[config.mk]
export PLATFORM = sky130hd
export DESIGN_NAME = idf_uart_irq_id
export DESIGN_NICKNAME = d
export VERILOG_FILES = /design/src/rtl/idf_pkg.sv /design/src/rtl/idf_enable_reg.sv /design/src/rtl/idf_line_flags.sv /design/src/rtl/idf_arbiter.sv /design/src/rtl/idf_uart_irq_id.sv
export SDC_FILE = /design/constraint.sdc
export NUM_CORES = 1
export LEC_CHECK = 0
export BUFFER_PORTS_ARGS = -buffer_cell sky130_fd_sc_hd__buf_2
export CORE_MARGIN = 8
export CORE_UTILIZATION = 40
export DETAILED_ROUTE_END_ITERATION = 7
export GPL_ROUTABILITY_DRIVEN = 0
export GPL_TIMING_DRIVEN = 0
export PLACE_DENSITY = 0.86
export REMOVE_ABC_BUFFERS = 1
export SYNTH_ARGS = -nofsm -noshare
export SYNTH_HDL_FRONTEND = slang
export SYNTH_SLANG_ARGS = --single-unit
export TNS_END_PERCENT = 100
[constraint.sdc]
create_clock -name clk -period 1.6 [get_ports clk]
set_clock_uncertainty 0.1 [all_clocks]
set_input_delay 0.16 -clock clk [delete_from_list [all_inputs] [get_ports clk]]
set_output_delay 0.16 -clock clk [all_outputs]
set_load 0.01 [all_outputs]
[src/rtl/idf_pkg.sv]
package idf_pkg;

    // Interrupt source selected by the arbiter, one per state.
    typedef enum logic [2:0] {
        SRC_NONE = 3'd0,
        SRC_LINE = 3'd1,
        SRC_TMO  = 3'd2,
        SRC_RXD  = 3'd3,
        SRC_THR  = 3'd4,
        SRC_MDM  = 3'd5
    } src_e;

    // Identification codes in the low nibble of the IIR.
    localparam logic [3:0] ID_NONE = 4'h1;
    localparam logic [3:0] ID_LINE = 4'h6;
    localparam logic [3:0] ID_TMO  = 4'hC;
    localparam logic [3:0] ID_RXD  = 4'h4;
    localparam logic [3:0] ID_THR  = 4'h2;
    localparam logic [3:0] ID_MDM  = 4'h0;

    // Bit positions in the enable register.
    localparam int EN_RXD  = 0;
    localparam int EN_THR  = 1;
    localparam int EN_LINE = 2;
    localparam int EN_MDM  = 3;

    // Width of the enable register and of the error vector.
    localparam int IER_W  = 4;
    localparam int LERR_W = 4;

    // Positions inside line_err = {break, framing, parity, overrun}.
    localparam int LE_OVR = 0;
    localparam int LE_PAR = 1;
    localparam int LE_FRM = 2;
    localparam int LE_BRK = 3;

    function automatic logic [3:0] src_to_id(input src_e s);
        logic [3:0] r;
        unique case (s)
            SRC_LINE: r = ID_LINE;
            SRC_TMO:  r = ID_TMO;
            SRC_RXD:  r = ID_RXD;
            SRC_THR:  r = ID_THR;
            SRC_MDM:  r = ID_MDM;
            default:  r = ID_NONE;
        endcase
        return r;
    endfunction

endpackage

[src/rtl/idf_enable_reg.sv]
module idf_enable_reg
    import idf_pkg::*;
#(
    parameter int DATA_W = 8
) (
    input  logic              clk,
    input  logic              rst_n,
    input  logic              wr_ier,
    input  logic [DATA_W-1:0] wr_data,
    input  logic              wr_thr,
    input  logic              rd_iir,
    input  logic              iir_is_thr,
    input  logic              thr_empty,
    output logic [IER_W-1:0]  ier_q,
    output logic              thr_pend
);

    logic thre_q;
    logic pend_set;
    logic pend_clr;
    logic pend_d;

    // Set events: holding register just became empty, or an enable write
    // while it is empty. Clear events: a new character or an
    // acknowledging identification read.
    always_comb begin
        pend_set = (thr_empty && !thre_q) || (wr_ier && thr_empty);
        pend_clr = wr_thr || (rd_iir && iir_is_thr);
        if (pend_set) begin
            pend_d = 1'b1;
        end else if (pend_clr) begin
            pend_d = 1'b0;
        end else begin
            pend_d = thr_pend;
        end
    end

    always_ff @(posedge clk) begin
        if (!rst_n) begin
            ier_q    <= '0;
            thre_q   <= 1'b0;
            thr_pend <= 1'b0;
        end else begin
            thre_q   <= thr_empty;
            thr_pend <= pend_d;
            if (wr_ier) begin
                ier_q <= wr_data[IER_W-1:0];
            end
        end
    end

endmodule

[src/rtl/idf_line_flags.sv]
module idf_line_flags
    import idf_pkg::*;
#(
    parameter int STICKY_N = 2
) (
    input  logic              clk,
    input  logic              rst_n,
    input  logic              ovr_set,
    input  logic              brk_set,
    input  logic              par_err,
    input  logic              frm_err,
    input  logic              rd_lsr,
    output logic [LERR_W-1:0] line_err
);

    logic [STICKY_N-1:0] set_v;
    logic [STICKY_N-1:0] flag_q;

    // Index 0 is overrun and index 1 is break.
    assign set_v = {brk_set, ovr_set};

    for (genvar g = 0; g < STICKY_N; g++) begin : g_sticky
        always_ff @(posedge clk) begin
            if (!rst_n) begin
                flag_q[g] <= 1'b0;
            end else if (set_v[g]) begin
                flag_q[g] <= 1'b1;
            end else if (rd_lsr) begin
                flag_q[g] <= 1'b0;
            end
        end
    end

    always_comb begin
        line_err         = '0;
        line_err[LE_OVR] = flag_q[0];
        line_err[LE_BRK] = flag_q[1];
        line_err[LE_PAR] = par_err;
        line_err[LE_FRM] = frm_err;
    end

endmodule

[src/rtl/idf_arbiter.sv]
module idf_arbiter
    import idf_pkg::*;
#(
    parameter int CNT_W = 5,
    parameter int MDM_W = 4
) (
    input  logic              clk,
    input  logic              rst_n,
    input  logic [IER_W-1:0]  ier,
    input  logic [LERR_W-1:0] line_err,
    input  logic              tmo_pend,
    input  logic              rx_ready,
    input  logic              fifo_en,
    input  logic [CNT_W-1:0]  rx_count,
    input  logic [CNT_W-1:0]  rx_trig,
    input  logic              thr_pend,
    input  logic [MDM_W-1:0]  mdm_delta,
    output logic [7:0]        iir,
    output logic              irq,
    output logic              iir_is_thr
);

    src_e cur_src;
    src_e nxt_src;
    logic fifo_q;
    logic irq_q;
    logic rx_level_ok;
    logic [3:0] id;

    assign rx_level_ok = !fifo_en || (rx_count >= rx_trig);

    // Priority chain: every cycle the highest active source wins.
    always_comb begin
        if (ier[EN_LINE] && (|line_err)) begin
            nxt_src = SRC_LINE;
        end else if (ier[EN_RXD] && tmo_pend) begin
            nxt_src = SRC_TMO;
        end else if (ier[EN_RXD] && rx_ready && rx_level_ok) begin
            nxt_src = SRC_RXD;
        end else if (ier[EN_THR] && thr_pend) begin
            nxt_src = SRC_THR;
        end else if (ier[EN_MDM] && (|mdm_delta)) begin
            nxt_src = SRC_MDM;
        end else begin
            nxt_src = SRC_NONE;
        end
    end

    // State register.
    always_ff @(posedge clk) begin
        if (!rst_n) begin
            cur_src <= SRC_NONE;
            fifo_q  <= 1'b0;
            irq_q   <= 1'b0;
        end else begin
            cur_src <= nxt_src;
            fifo_q  <= fifo_en;
            irq_q   <= (nxt_src != SRC_NONE);
        end
    end

    // Outputs decoded from the state.
    always_comb begin
        id         = src_to_id(cur_src);
        iir_is_thr = 1'b0;
        unique case (cur_src)
            SRC_THR:  iir_is_thr = 1'b1;
            SRC_NONE, SRC_LINE, SRC_TMO, SRC_RXD, SRC_MDM: iir_is_thr = 1'b0;
            default:  iir_is_thr = 1'b0;
        endcase
        iir = {fifo_q, fifo_q, 2'b00, id};
        irq = irq_q;
    end

endmodule

[src/rtl/idf_uart_irq_id.sv]
module idf_uart_irq_id
    import idf_pkg::*;
#(
    parameter int DATA_W     = 8,
    parameter int FIFO_DEPTH = 16,
    parameter int MDM_W      = 4,
    localparam int CNT_W     = $clog2(FIFO_DEPTH + 1)
) (
    input  logic              clk,
    input  logic              rst_n,
    input  logic              wr_ier,
    input  logic [DATA_W-1:0] wr_data,
    input  logic              rd_iir,
    input  logic              rd_lsr,
    input  logic              wr_thr,
    input  logic              fifo_en,
    input  logic              rx_ready,
    input  logic [CNT_W-1:0]  rx_count,
    input  logic [CNT_W-1:0]  rx_trig,
    input  logic              tmo_pend,
    input  logic              par_err,
    input  logic              frm_err,
    input  logic              ovr_set,
    input  logic              brk_set,
    input  logic              thr_empty,
    input  logic [MDM_W-1:0]  mdm_delta,
    output logic [IER_W-1:0]  ier_q,
    output logic [7:0]        iir,
    output logic [LERR_W-1:0] line_err,
    output logic              irq
);

    logic thr_pend;
    logic iir_is_thr;

    idf_enable_reg #(.DATA_W(DATA_W)) u_enable (
        .clk        (clk),
        .rst_n      (rst_n),
        .wr_ier     (wr_ier),
        .wr_data    (wr_data),
        .wr_thr     (wr_thr),
        .rd_iir     (rd_iir),
        .iir_is_thr (iir_is_thr),
        .thr_empty  (thr_empty),
        .ier_q      (ier_q),
        .thr_pend   (thr_pend)
    );

    idf_line_flags #(.STICKY_N(2)) u_line (
        .clk      (clk),
        .rst_n    (rst_n),
        .ovr_set  (ovr_set),
        .brk_set  (brk_set),
        .par_err  (par_err),
        .frm_err  (frm_err),
        .rd_lsr   (rd_lsr),
        .line_err (line_err)
    );

    idf_arbiter #(.CNT_W(CNT_W), .MDM_W(MDM_W)) u_arb (
        .clk        (clk),
        .rst_n      (rst_n),
        .ier        (ier_q),
        .line_err   (line_err),
        .tmo_pend   (tmo_pend),
        .rx_ready   (rx_ready),
        .fifo_en    (fifo_en),
        .rx_count   (rx_count),
        .rx_trig    (rx_trig),
        .thr_pend   (thr_pend),
        .mdm_delta  (mdm_delta),
        .iir        (iir),
        .irq        (irq),
        .iir_is_thr (iir_is_thr)
    );

endmodule

* Word level (Yosys, flattened, before mapping) *
Cells that the tools add are included.

cells by class
  equal/unequal tests = 5
  bitwise logic cells = 0
  $lt $le $gt $ge = 1
  shift-type cells = 0
  multiply operators = 0
  add/subtract/negate cells = 0
  mux-type cells = 12
  divide/modulo/power cells = 0
  reductions and logical operators = 20

operator list
  cell                                                             number
  4-bit one-hot mux with 5 select lines                            1
  3-bit two-way mux                                                5
  1-bit logical AND                                                9
  4-bit OR reduction                                               2
  3-bit by 2-bit == test with 1-bit output, second input constant  2
  3-bit == test, second input constant                             2
  1-bit two-way mux                                                6
  2-bit nonzero test                                               3
  5-bit greater-or-equal comparator                                1
  3-bit by 1-bit == test with 1-bit output, second input constant  1
  1-bit logical OR                                                 3
  3-bit nonzero test                                               1
  1-bit logical NOT                                                2

storage, ports and cells
  memories kept = 0
  logic and storage cells = 46
  input port bits = 36
  output and inout port bits = 17
  bits in registers = 13
  memory bits (read-only) = 0
  latch bits = 0
  memory bits (writable) = 0

* Logic depth before layout (Yosys ltp) *
  depth in word-level cells = 8
  mapped depth = 6
  gate-level depth less buffers = 6

* Hierarchy *
Synthesis repeated with hierarchy kept, for this count alone.

second synthesis, totals
  cell total of the unflattened synthesis = 87
  area, all modules = 807.0 um2

by module, submodules not included
  module          area each (um2)  cells each  times used
  idf_arbiter     488.0            59          1
  idf_enable_reg  236.5            20          1
  idf_line_flags  82.6             8           1

* Least setup slack after synthesis *
OpenSTA, ideal clock, no wires.

  path kind = register -> register
  start = register u_line.flag_q[1] (netlist: u_line.line_err[3])
  end = register u_arb.cur_src[0]
  required time = 1.380 ns
  cell stages (with the launch flop) = 5
  library setup time = 0.120 ns
  data arrival time = 1.110 ns
  period minus slack after synthesis = 1.330 ns
  path slack = 0.270 ns
  buffers on the path = 0
  cells stage by stage = dfxtp_1 -> o41ai_4 -> o21ai_2 -> a221oi_2 -> nor2_1

between the ends
  word-level cells in the longest chain between the ends = 3

ends and longest elaborated chain
  element                           line                  RTL
  start: declaration                idf_line_flags.sv:17  logic [STICKY_N-1:0] flag_q;
  start signal: indexed assignment  idf_line_flags.sv:25  flag_q[g] <= 1'b0;
  start signal: indexed assignment  idf_line_flags.sv:27  flag_q[g] <= 1'b1;
  start signal: indexed assignment  idf_line_flags.sv:29  flag_q[g] <= 1'b0;
  4-bit OR reduction                idf_arbiter.sv:34     if (ier[EN_LINE] && (|line_err)) begin
  1-bit logical AND                 idf_arbiter.sv:34
  3-bit two-way mux                 idf_arbiter.sv:34
  end signal: assignment            idf_arbiter.sv:56     cur_src <= nxt_src;
  end: declaration                  idf_arbiter.sv:23     src_e cur_src;

No other way between the ends.
A chain may end at the register's enable or synchronous reset.

* Worst setup path after layout *
  start = input fifo_en
  end = register u_arb.cur_src[1]

between the ends
  word-level cells in the longest chain between the ends = 6

ends and longest elaborated chain
  element             line                   RTL
  start: declaration  idf_uart_irq_id.sv:16  input logic fifo_en,
  1-bit logical NOT   idf_arbiter.sv:30      assign rx_level_ok = !fifo_en || (rx_count >= rx_trig);
  1-bit logical OR    idf_arbiter.sv:30
  1-bit logical AND   idf_arbiter.sv:38      end else if (ier[EN_RXD] && rx_ready && rx_level_ok) begin
  3-bit two-way mux   idf_arbiter.sv:38
  3-bit two-way mux   idf_arbiter.sv:36      end else if (ier[EN_RXD] && tmo_pend) begin
  3-bit two-way mux   idf_arbiter.sv:34

No other way between the ends.

==> impl_results.md <==
- GRT Total Usage: 11.6%
- Post-Synth Adder-Cell Area: 8.20%
- Pwr Density: 729 mW/mm^2
- Peak Freq: 696 MHz
- First-pass detailed-route iteration total: 4
- Maximum number of pins on one net before global-route repair: 14
- ANT nets after route: 0
- Crit path kind: in -> reg
- Xor/xnor cell area share of the yosys netlist: 1.15%
- Register area share after synthesis: 34.1%
- Total core area: 0.00188 sq mm
- Syn Inst Count: 85
- Mux contribution to synthesized area: 5.25%
- Net Switching: 0.210 mW
- Setup-failing EPs final: 0
- Nets@finish: 172
- Critical Path End Type: register
- Initial antenna violation count: 0
- Initial Utilization: 40.6%
- LEAKAGE: 0.547 nW
- Yosys top cell area share: 34.1%
- Worst hold slack: 0.0160 ns
- Final wirelength: 1950 um
- First-pass GRT wire length: 3150 um
- Vias in the first global route: 775
- Die Height: 59.7 um
- Post-synth cell types: 29
- TritonCTS Buffers: 3
- Number of cells in the finished layout apart from fillers: 157
- Cts hold-fix bufs: 2
- Die X: 59.7 um
- Worst-path maximum fanout: 3
- # Post-CTS Setup Buffers: 0
- Net Sw Frac: 28.1%
- Worst setup SP type: input pin
- Area Growth Syn to Fin: 34.3%
- H-tree levels: 1
- P_int: 0.537 mW
- Power, Total: 0.747 mW
- CTS Buffer Depth: 2
- Worst skew pair latency: 0.27 ns
- Setup TNS: 0 ns
- Post-CTS Resized: 0
- Gr ovfl total: 0
- Largest family of logic cells by synthesized area: simple AND/OR/NAND/NOR gates
- Synthesized area: 763 sq um
- # DRC: 0
- Arrival @ worst endpoint: 1.50 ns
- Final hold violation count: 0
- Placed cell count: 151
- Ys Warns: 0
- Comb pwr share: 25.0%
- Type of the worst min-delay path: in -> reg
- Status: completed
- Synth area leaders: dfxtp_1 (34%), ha_1 (8.2%), nor2b_1 (6.6%)
- Share of cells above drive strength 1: 40.8%
- Simple-Gate Fraction of Synth Area: 21.5%
- Max Cap Viol: 0
- Wire per inst: 12.4 um
- CTS Sinks: 13
- Area leader, netlist: dfxtp_1
- Clock Tree Root: clkbuf_4
- Initial DRC count: 12
- Fin. max-slew vios: 0
- Drt via density: 4.66
- Die ar.: 0.00356 sq mm
- Synth Area per Inst: 8.98 sq um
- Compound-Gate Fraction of Synth Area: 20.0%
- Port Buffer Count: 46
- Unrepaired setup endpoints after global routing: no
- Fin util: 54.5%
- HPWL after DPL: 1720 um
- IO Pins: 53
- Min Tclk post-route: 1.44 ns
- Reg clk slew, reported paths: 0.08 ns
- Fin crit share: 89.8%
- Sequential group share of total power: 48.5%
- # rows: 16
- CTS tree: done
- CP required: 1.66 ns
- Worst vdd ir: 0.489 mV
- # diodes: 0
- Routed vias: 731
- Clock Power Share: 26.5%
- #FFs+latches synth: 13
==> through the flow <==
step	worst slack [ns]	area, sq um
after floorplan	0.270	714
after global placement	0.122	978
after detailed placement	0.0849	978
after CTS	0.159	1020
after global routing	0.102	1020
final	0.163	1020
==> layout make-up <==
| type | count | area (sq um) |
|---|---|---|
| Inverter | 5 | 18.8 |
| Fill cell | 193 | 857 |
| Timing Repair Buffer | 48 | 250 |
| Multi-Input combinational cell | 60 | 435 |
| Tap cell | 27 | 33.8 |
| Sequential cell | 13 | 260 |
| Clock buffer | 4 | 26.3 |
==> final timing paths <==
check	from	end	slack (ns)	cells past startpoint
worst min register to register	u_enable.thre_q	u_enable.thr_pend	0.40	2
worst min-delay path	thr_empty	u_enable.thre_q	0.02	2
worst max register to register	u_line.line_err[3]	u_arb.cur_src[0]	0.17	4
worst max-delay path	fifo_en	u_arb.cur_src[1]	0.16	6
==> per-layer routing <==
| layer | share of wire, % | wire, um | track usage [%] |
|---|---|---|---|
| met5 | 0 | 0 | 0 |
| met1 | 35 | 680 | 10.3 |
| met4 | 2.4 | 46 | 6.80 |
| met3 | 6.5 | 126 | 3.66 |
| met2 | 56 | 1090 | 22.2 |
==> flip-flops by register name, summed over array words and instances, names as in the netlist <==
register,flops
u_enable.ier_q,4
u_arb.cur_src,3
u_line.line_err,2
u_arb.fifo_q,1
u_arb.irq,1
u_enable.thr_pend,1
u_enable.thre_q,1
==> cell families (layout without fill, tap and decap cells) <==
| logic type | after synthesis | in the layout |
|---|---|---|
| mux | 4 | 4 |
| other cells | 1 | 2 |
| flops | 13 | 13 |
| simple gates | 32 | 32 |
| fa+ha+maj | 5 | 5 |
| xor+xnor | 1 | 1 |
| compound gates | 16 | 16 |
| buf+inv | 13 | 57 |
==> layout by cell type (no fill, tap or decap), drive strengths merged, types with 2 or more instances in the layout <==
master,count
nand2,9
o21a,3
buf,46
dfxtp,13
clkbuf,4
o21ai,2
nor2b,8
a21o,2
conb,2
inv,5
dlygate4sd3,2
mux2i,4
nor2,5
a21oi,2
ha,5
o41ai,2
and3,2
and2,4
==> power groups by stage <==
stage / clock network [mW] / logic [mW] / registers (mW)
floorplan: 0 / 0.0880 / 0.374
global placement: 0 / 0.176 / 0.368
detailed placement: 0 / 0.186 / 0.370
CTS: 0.207 / 0.190 / 0.363
global route: 0.223 / 0.208 / 0.366
finish: 0.198 / 0.187 / 0.363
==> Yosys cell counts <==
library cell / instances
dfxtp_1: 13
nand2_1: 9
nor2b_1: 8
buf_4: 6
ha_1: 5
inv_1: 5
nor2_1: 5
and2_1: 4
mux2i_1: 4
o21a_1: 3
a21o_1: 2
a21oi_1: 2
and3_1: 2
clkbuf_1: 2
a211o_1: 1
a211oi_1: 1
a221oi_2: 1
a311oi_1: 1
conb_1: 1
nand2b_1: 1
nand3_1: 1
nor3_1: 1
nor3b_1: 1
o211ai_1: 1
o21ai_1: 1
o21ai_2: 1
o41ai_2: 1
o41ai_4: 1
xnor2_1: 1
==> worst max-delay path, cell delays in order <==
cell and delay (ns):
dlygate4sd3_1 0.52, buf_2 0.10, nor2b_1 0.15, a21oi_1 0.08
a211o_1 0.30, and3_1 0.19
(Power assumes the default switching activity.)
